File: config.mk
export PLATFORM = sky130hd
export DESIGN_NAME = fuse_ctrl
export DESIGN_NICKNAME = d
export VERILOG_FILES = /design/src/rtl/fuse_ctrl.sv
export SDC_FILE = /design/constraint.sdc
export NUM_CORES = 1
export LEC_CHECK = 0
export ABC_AREA = 0
export BUFFER_PORTS_ARGS = -buffer_cell sky130_fd_sc_hd__buf_2
export CORE_MARGIN = 3
export CORE_UTILIZATION = 40
export DETAILED_ROUTE_END_ITERATION = 8
export GPL_TIMING_DRIVEN = 0
export SYNTH_ARGS = -nofsm -noshare
export SYNTH_HDL_FRONTEND = slang
export SYNTH_SLANG_ARGS = --single-unit
File: constraint.sdc
create_clock -name clk -period 3.5 [get_ports clk]
set_clock_uncertainty 0.05 [all_clocks]
set_input_delay 0.35 -clock clk [delete_from_list [all_inputs] [get_ports clk]]
set_output_delay 0.35 -clock clk [all_outputs]
set_load 0.05 [all_outputs]
File: src/rtl/fuse_ctrl.sv
module fuse_ctrl #(
  parameter int WORDS     = 8,
  parameter int AW        = 12,
  parameter int DEF_RELAX = 1,
  parameter int DEF_SREAD = 3,
  parameter int DEF_SPROG = 10
) (
  input  logic          clk,
  input  logic          rst_n,
  input  logic          bus_wr,
  input  logic [AW-1:0] bus_addr,
  input  logic [31:0]   bus_wdata,
  output logic [31:0]   bus_rdata
);
  localparam int IW = (WORDS > 1) ? $clog2(WORDS) : 1;
  localparam logic [15:0] KEY = 16'h3E77;
  localparam logic [31:0] BAD = 32'hBADABADA;
  localparam logic [1:0] OP_IDLE = 2'd0, OP_READ = 2'd1, OP_PROG = 2'd2, OP_LOAD = 2'd3;

  logic [6:0]  addr_q;
  logic [15:0] unlock_q;
  logic        err_q;
  logic [15:0] cnt_q;
  logic [1:0]  op_q;
  logic [IW-1:0] op_addr_q;
  logic [31:0] op_data_q;
  logic [11:0] t_sprog;
  logic [3:0]  t_relax;
  logic [5:0]  t_sread;
  logic [31:0] rd_q;
  logic [WORDS-1:0][31:0] fuse_q;
  logic [WORDS-1:0][31:0] shadow_q;

  wire busy = (cnt_q != 16'd0);
  wire done = (cnt_q == 16'd1);

  wire w_ctrl = bus_wr && (bus_addr == AW'('h00));
  wire w_set  = bus_wr && (bus_addr == AW'('h04));
  wire w_clr  = bus_wr && (bus_addr == AW'('h08));
  wire w_tim  = bus_wr && (bus_addr == AW'('h10));
  wire w_pd   = bus_wr && (bus_addr == AW'('h20));
  wire w_rc   = bus_wr && (bus_addr == AW'('h30));

  wire cmd_load = (w_ctrl || w_set) && bus_wdata[10];
  wire cmd_read = w_rc && bus_wdata[0];
  wire cmd_prog = w_pd;
  wire blocked  = busy || err_q;
  wire in_range = ({25'b0, addr_q} < 32'(WORDS));

  wire start_read = cmd_read && !blocked && in_range;
  wire start_prog = cmd_prog && !blocked && (unlock_q == KEY) && in_range;
  wire start_load = cmd_load && !blocked;
  wire bad_read   = cmd_read && !blocked && !in_range;
  wire err_set    = ((cmd_load || cmd_read || cmd_prog) && blocked) ||
                    (cmd_prog && !blocked && !start_prog) || bad_read;

  wire [15:0] relax2   = {11'b0, t_relax, 1'b0};
  wire [15:0] rd_raw   = relax2 + {10'b0, t_sread};
  wire [15:0] pg_raw   = relax2 + {4'b0, t_sprog};
  wire [15:0] rd_len   = (rd_raw == 16'd0) ? 16'd1 : rd_raw;
  wire [15:0] pg_len   = (pg_raw == 16'd0) ? 16'd1 : pg_raw;

  always_ff @(posedge clk or negedge rst_n) begin
    if (!rst_n) begin
      addr_q    <= '0;
      unlock_q  <= '0;
      err_q     <= 1'b0;
      cnt_q     <= '0;
      op_q      <= OP_IDLE;
      op_addr_q <= '0;
      op_data_q <= '0;
      t_sprog   <= 12'(DEF_SPROG);
      t_relax   <= 4'(DEF_RELAX);
      t_sread   <= 6'(DEF_SREAD);
      rd_q      <= '0;
      fuse_q    <= '0;
      shadow_q  <= '0;
    end else begin
      if (busy) cnt_q <= cnt_q - 16'd1;
      if (done) begin
        case (op_q)
          OP_READ: rd_q <= fuse_q[op_addr_q];
          OP_PROG: begin
            fuse_q[op_addr_q] <= fuse_q[op_addr_q] | op_data_q;
            unlock_q <= '0;
          end
          OP_LOAD: shadow_q <= fuse_q;
          default: ;
        endcase
        op_q <= OP_IDLE;
      end

      if (w_ctrl) begin
        addr_q   <= bus_wdata[6:0];
        unlock_q <= bus_wdata[31:16];
      end else if (w_set) begin
        addr_q   <= addr_q | bus_wdata[6:0];
        unlock_q <= unlock_q | bus_wdata[31:16];
      end else if (w_clr) begin
        addr_q   <= addr_q & ~bus_wdata[6:0];
        unlock_q <= unlock_q & ~bus_wdata[31:16];
      end

      if (w_tim) begin
        t_sprog <= bus_wdata[11:0];
        t_relax <= bus_wdata[15:12];
        t_sread <= bus_wdata[21:16];
      end

      if (w_clr && bus_wdata[9]) err_q <= 1'b0;
      if (err_set) err_q <= 1'b1;

      if (bad_read) rd_q <= BAD;

      if (start_read || start_prog || start_load) begin
        op_addr_q <= addr_q[IW-1:0];
        op_data_q <= bus_wdata;
        cnt_q     <= start_prog ? pg_len : rd_len;
        op_q      <= start_prog ? OP_PROG : (start_read ? OP_READ : OP_LOAD);
      end
    end
  end

  wire [31:0] ctrl_rd = {unlock_q, 5'b0, (op_q == OP_LOAD), err_q, busy, 1'b0, addr_q};

  wire [AW-1:0] sh_off  = bus_addr - AW'('h400);
  wire [AW-1:0] sh_widx = sh_off >> 4;
  wire [IW-1:0] sh_idx  = sh_widx[IW-1:0];
  wire sh_hit = (bus_addr >= AW'('h400)) && (sh_off[3:0] == 4'd0) &&
                (32'(sh_widx) < 32'(WORDS));

  always_comb begin
    case (bus_addr)
      AW'('h00), AW'('h04), AW'('h08): bus_rdata = ctrl_rd;
      AW'('h10): bus_rdata = {10'b0, t_sread, t_relax, t_sprog};
      AW'('h40): bus_rdata = rd_q;
      default:   bus_rdata = sh_hit ? shadow_q[sh_idx] : 32'h0;
    endcase
  end
endmodule

# --- After elaboration in Yosys (flattened, before gate mapping) ---
# Index checks and enable logic that the tools add are counted.
classes:
  add_sub_neg: 4
  n_lt_le_gt_ge: 6
  eq_ne: 11
  mux: 31
  bitwise_logic: 7
  n_reduce_logical: 50
op_table:
  columns: ["op", "count"]
  rows:
  - ["$bwmux W256", 1]
  - ["$mux W32", 7]
  - ["$bmux W32 S3", 2]
  - ["$mux W16", 7]
  - ["$demux W32 S3", 1]
  - ["$pmux W32 S3", 1]
  - ["$logic_not A16 Y1", 2]
  - ["$or A32 B32 Y32", 1]
  - ["$mux W7", 4]
  - ["$mux W13", 2]
  - ["$eq A12 B6 Y1 const B", 2]
  - ["$logic_and A1 B1 Y1", 21]
  - ["$and A16 B16 Y16", 1]
  - ["$eq A16 B1 Y1 const B", 1]
  - ["$eq A16 B14 Y1 const B", 1]
  - ["$not A16 Y16", 1]
  - ["$or A16 B16 Y16", 1]
  - ["$reduce_bool A16 Y1", 1]
  - ["$sub A16 B1 Y16 const B", 1]
  - ["$add A5 B12 Y13", 1]
  - ["$eq A12 B3 Y1 const B", 1]
  - ["$eq A12 B4 Y1 const B", 1]
  - ["$eq A12 B5 Y1 const B", 1]
  - ["$eq A12 B7 Y1 const B", 1]
  - ["23 further kinds", 46]
totals:
  regBits: 643
  inputBits: 47
  output_inout_bits: 32
  word_cells: 136

# --- Depth between registers and ports, before layout ---
logic_depth:
  word_depth: 11
  ltp_mapped: 10
  ltp_nobuf: 9

# --- Least setup slack after synthesis ---
# Ideal clock, no wire load.
synth_timing:
  path_type: "input -> output"
  from: "input bus_addr[4]"
  to: "output bus_rdata[0]"
  t_arrival_ns: 2.470
  required_ns: 3.100
  slack_ns: 0.630
  stages: 5
  path_buffers: 2
  path_cell_list: "buf_1 buf_2 mux4_2 mux2i_1 o21ai_0"
synth_via:
  elab_chain_len: 5
  elab_cells_between_ends: 15
  cone_classes: "add/sub (1); order compare (2); eq/ne (4); mux (4); reduce/logical (4)"
synth_rtl:
  columns: ["element", "line", "rtl"]
  rows:
  - ["start, declared", "11", "input logic [AW-1:0] bus_addr,"]
  - ["$sub A12 B11 Y12 / $ge A12 B11 Y1 (equally long branches)", "126, 129", null]
  - ["$lt A8 B4 Y1, or another cell as far along", "130", "(32'(sh_widx) < 32'(WORDS));"]
  - ["$logic_and A1 B1 Y1 / $mux W32 (equally long branches)", "129, 137", null]
  - ["$mux W32", "137", "default: bus_rdata = sh_hit ? shadow_q[sh_idx] : 32'h0;"]
  - ["$pmux W32 S3 *", "133", "case (bus_addr)"]
  - ["end, declared", "13", "output logic [31:0] bus_rdata"]
# Every way passes the cells marked *; elsewhere a longest branch is shown, timed or not. The select of a mux whose other input is x is not followed.

# --- Final worst setup path ---
layout_timing:
  from: "register op_addr_q[2]"
  to: "register fuse_q[232] (netlist name)"
layout_via:
  elab_chain_len: 5
  elab_cells_between_ends: 9
  cone_classes: "order compare (2); mux (5); bitwise (1); reduce/logical (1)"
layout_rtl:
  columns: ["element", "line", "rtl"]
  rows:
  - ["start, declared", "25", "logic [IW-1:0] op_addr_q;"]
  - ["start signal, assigned", "116", "op_addr_q <= addr_q[IW-1:0];"]
  - ["$lt A3 B4 Y1 (implied by the code) / $ge A3 B1 Y1 (equally long branches)", "84", "fuse_q[op_addr_q] <= fuse_q[op_addr_q] | op_data_q;"]
  - ["$logic_and A1 B1 Y1 (implied by the code)", "84", null]
  - ["$mux W32 (implied by the code)", "84", null]
  - ["$demux W32 S3", "84", null]
  - ["$bwmux W256 *", "84", null]
  - ["end signal, assigned by index", "84", null]
  - ["end, declared", "31", "logic [WORDS-1:0][31:0] fuse_q;"]
# Marks and branches as above.
# A chain may end at the register's enable or synchronous reset.

==> tab_implementation.tex <==
\begin{tabular}{lr}
\hline
Metric & Value \\
\hline
\multicolumn{2}{l}{\textbf{Global routing}} \\
Largest net degree at the start of global routing & between 100 and 150 \\
Number of global-route vias before repair & roughly 24000 \\
Global-route wire length before repair & around 170000 um \\
Initial antenna violation count & 2 \\
Global router's overall resource usage & 30.30\% \\
Global route total overflow & 0 \\
\multicolumn{2}{l}{\textbf{Final layout}} \\
Core occupancy in the finished layout & between 40\% and 50\% \\
Net count, final & 3264 \\
Area growth from synthesis to layout & 16.10\% \\
Layout cells sized above 1 & 16.04\% \\
Final-layout fill cell count & just under 7000 \\
Filler-free cell count of the finished design & 4221 \\
\multicolumn{2}{l}{\textbf{Timing}} \\
Worst hold margin & 0.01531 ns \\
Setup slack after layout & -0.04108 ns \\
Hold Vio Cnt, Final & 0 \\
Clock period minus final worst setup slack & 3.541 ns \\
Maximum clock frequency & 282.4 MHz \\
Final clock period utilization by the worst path & 101.2\% \\
Finish-stage setup viols & 35 \\
Final number of max-transition violations & 0 \\
Tightest Pin Transition & 1.209 ns \\
Max-slew headroom at the worst pin & roughly 19\% \\
\multicolumn{2}{l}{\textbf{Pwr}} \\
Combinational group share of total power & 2.8\% \\
Peak supply drop & between 0.0002 and 0.0003 V \\
Part of the total power dissipated in sequential elements & 47.3\% \\
Power density over the cells & between 400 and 500 nW/um2 \\
Switching Share & 22.52\% \\
Net switching power & 3.544 mW \\
Clk pwr share & 49.9\% \\
Leakage power & 16.43 nW \\
Internal Dissipation & $\sim$12 mW \\
\multicolumn{2}{l}{\textbf{Place}} \\
DP Wirelength & 82120 um \\
Placed instance count & 4058 \\
Final weighted congestion of routability-driven global placement & 0.9562 \\
\# port buffers & 77 \\
\multicolumn{2}{l}{\textbf{Critical path}} \\
Delay of the slowest cell on the worst path & 0.50 ns \\
Worst endpoint required time & roughly 3.9 ns \\
CP Class & reg2reg \\
Kind of start point of the critical path & register \\
Arrival time at the worst endpoint & 3.95 ns \\
Cell-by-cell trace of the critical path & buf\_2, buf\_2, buf\_2, buf\_2, nand4\_2, clkbuf\_2, nand2\_1, o21ai\_0 \\
Crit-path most repeated cell & sky130\_fd\_sc\_hd\_\_buf\_2 \\
Slowest CP cell & sky130\_fd\_sc\_hd\_\_nand4\_2 \\
Count of buffer and inverter cells on the critical path & 5 \\
Type of element capturing the critical path & register \\
Top Family by Delay on Critical Path & buffers and inverters \\
Critical-path maximum fanout & 10 \\
\multicolumn{2}{l}{\textbf{Job}} \\
Number of max-cap violations & 0 \\
\multicolumn{2}{l}{\textbf{Route}} \\
Starting DRC count in detailed routing & 3241 \\
Detailed-route vias per instance & between 5 and 6 \\
DR vias & 25040 \\
Mean routed wirelength per cell & 27.90 um \\
Post-Route WL & 117800 um \\
Number of optimization iterations in the first detailed-route pass & 5 \\
Count of unresolved DRC violations after routing & 0 \\
Final ANT Viol Nets & 0 \\
\multicolumn{2}{l}{\textbf{Yosys}} \\
Post-synthesis cell count & approximately 3000 \\
Synth top area share & a little over half \\
Number of synthesis warnings & 0 \\
Main area contributors after synthesis & sky130\_fd\_sc\_hd\_\_dfrtp\_1 54\%, sky130\_fd\_sc\_hd\_\_nand2\_1 14\%, sky130\_fd\_sc\_hd\_\_mux4\_2 5.8\%, sky130\_fd\_sc\_hd\_\_o21ai\_0 5.7\%, sky130\_fd\_sc\_hd\_\_mux2\_2 3.2\% \\
Fraction of synthesis flops using an asynchronous set or reset pin & 100.0\% \\
Area leader, netlist & sky130\_fd\_sc\_hd\_\_dfrtp\_1 \\
Number of different library cells in the post-synthesis netlist & 75 \\
Number of nets produced by synthesis & just over 3000 \\
Seq/Total Area, Yosys & 54.49\% \\
Average cell area after synthesis & around 9.8 um2 \\
Most frequently used cell type in the post-synthesis netlist & sky130\_fd\_sc\_hd\_\_nand2\_1 \\
Flip-flop cell with the highest count after synthesis & sky130\_fd\_sc\_hd\_\_dfrtp\_1 \\
Number of synthesized register bits & 643 \\
Top post-synthesis cells by count & 1136 x sky130\_fd\_sc\_hd\_\_nand2\_1, 638 x sky130\_fd\_sc\_hd\_\_dfrtp\_1, 334 x sky130\_fd\_sc\_hd\_\_o21ai\_0 \\
Mapped cell area & 29540 um2 \\
Number of enable flip-flop cells after synthesis & 0 \\
\multicolumn{2}{l}{\textbf{Floorplan}} \\
Vertical die dimension & 277.8 um \\
Core region area & 73080 um2 \\
Floorplan die width & 277.8 um \\
Num rows & 99 \\
I/O pin count & 79 \\
Die Footprint & just under 80000 um2 \\
Initial standard-cell utilization of the core & 40.42\% \\
\multicolumn{2}{l}{\textbf{Clock network}} \\
CTS Buf Count & 71 \\
Sink count of the clock tree & 643 \\
Worst-skew pair later-pin latency & approximately 0.63 ns \\
CTS H-tree lvls & 3 \\
Clock-pin slew on the worst setup and hold paths & 0.06 ns \\
CTS root buf & sky130\_fd\_sc\_hd\_\_clkbuf\_16 \\
Maximum count of clock buffers along a single path & 3 \\
Clock tree from TritonCTS & yes \\
\multicolumn{2}{l}{\textbf{Run status}} \\
Violated checks & negative setup slack \\
Outcome & finished with violations \\
\multicolumn{2}{l}{\textbf{Worst hold path}} \\
Worst min-delay path class & in2reg \\
\hline
\end{tabular}
registers in the layout, summed over array words and instances, names as in the netlist, named ones only:
name	cells
fuse_q	256
shadow_q	256
op_data_q	32
rd_q	32
cnt_q	16
unlock_q	16
t_sprog	12
t_sread	6
t_relax	4
op_addr_q	3
op_q	2
err_q	1
path summary, 6_finish.rpt:
check | start | end | slack, ns | cells past startpoint
worst max register to register | op_addr_q[2] | fuse_q[232] | -0.04 | 8
worst min-delay path | bus_wdata[0] | t_sprog[0] | 0.02 | 2
max in group asynchronous | rst_n | shadow_q[251] | 1.36 | 5
min in group asynchronous | rst_n | op_data_q[8] | 0.22 | 2
worst min register to register | shadow_q[72] | shadow_q[72] | 0.41 | 2
worst max-delay path | op_addr_q[2] | fuse_q[232] | -0.04 | 8
through the flow:
stage | power, mW | worst slack, ns | cell area (um2) | TNS (ns)
global placement | 7.968 | -12.05 | 31120 | -7776.14
floorplan | 7.683 | 0.6301 | 29540 | 0
CTS | 15.75 | 0.004020 | 34210 | 0
global route | 16.09 | -0.03416 | 34290 | -0.09660
detailed placement | 7.987 | -0.7605 | 31310 | -109.32
finish | 15.73 | -0.04108 | 34290 | -0.4829
cells in the final DEF, fill, tap and decap left out, types with 10 or more instances in the layout:
cell	instances
sky130_fd_sc_hd__nand2_1	1136
sky130_fd_sc_hd__dfrtp_1	638
sky130_fd_sc_hd__o21ai_0	333
sky130_fd_sc_hd__buf_2	148
sky130_fd_sc_hd__nor2_1	114
sky130_fd_sc_hd__clkbuf_1	96
sky130_fd_sc_hd__mux2_2	83
sky130_fd_sc_hd__mux2i_1	78
sky130_fd_sc_hd__mux4_2	76
sky130_fd_sc_hd__clkbuf_16	74
sky130_fd_sc_hd__a22oi_1	44
sky130_fd_sc_hd__a221oi_1	32
sky130_fd_sc_hd__dlygate4sd3_1	32
sky130_fd_sc_hd__clkbuf_2	24
sky130_fd_sc_hd__clkbuf_8	21
sky130_fd_sc_hd__nand3_1	15
sky130_fd_sc_hd__a21oi_1	15
sky130_fd_sc_hd__xnor2_1	15
sky130_fd_sc_hd__a222oi_1	14
sky130_fd_sc_hd__nor2b_1	14
sky130_fd_sc_hd__inv_1	11
sky130_fd_sc_hd__ha_1	11
sky130_fd_sc_hd__clkdlybuf4s15_2	10
sky130_fd_sc_hd__xor2_1	10
final cells by class:
class                           instances  area (um2)  area share, %
Tap cell                              959        1200          3.499
Buffer                                200       993.5          2.897
Clock buffer                          113        2208          6.440
Inverter                               15       57.56         0.1678
Multi-Input combinational cell       2157       12640          36.85
Antenna cell                            1       2.502       0.007297
Sequential cell                       643       16100          46.94
Clock inverter                         17       209.0         0.6093
Timing Repair Buffer                  116       890.9          2.598
metal layers:
layer | vias to the layer above | GRT usage (%) | part of all wire, % | wire, um
li1 | 10640 | - | - | -
met1 | 12600 | 39.90 | 39 | 45750
met2 | 1453 | 46.44 | 45 | 52460
met3 | 337 | 7.617 | 11 | 12910
met4 | 2 | 15.73 | 5.6 | 6650
met5 | - | 0 | 0.012 | 14
power groups by stage:
stage          logic, mW  registers (mW)  clock network [mW]
3_5_place_dp       0.409            7.58                   0
3_3_place_gp       0.384            7.58                   0
6_report           0.437            7.44                7.86
2_1_floorplan      0.105            7.58                   0
4_1_cts            0.443            7.44                7.87
5_1_grt            0.476            7.44                8.18
cells by family (layout without fill, tap and decap cells):
| kind of cell | count (synthesis) | in the layout | share of synthesized area [%] |
|---|---|---|---|
| other | 0 | 1 | 0 |
| adders and majority gates | 13 | 13 | 0.6015 |
| xor gates and xnor gates | 25 | 25 | 0.7412 |
| and+or+nand+nor | 1368 | 1368 | 18.82 |
| muxes | 246 | 246 | 12.01 |
| AOI/OAI and AO/OA | 505 | 505 | 10.23 |
| DFF | 643 | 643 | 54.49 |
| buffers and inverters | 215 | 461 | 3.109 |
repair_timing:
action | in CTS | in global routing
resized for setup | 62 | 29
endpoints found under the hold margin | 131 | 0
setup endpoints to repair | 284 | 127
buffers inserted | 0 | 0
hold buffers | 32 | 0
gates cloned | 0 | 0
Power figures use the tool's default switching activity.
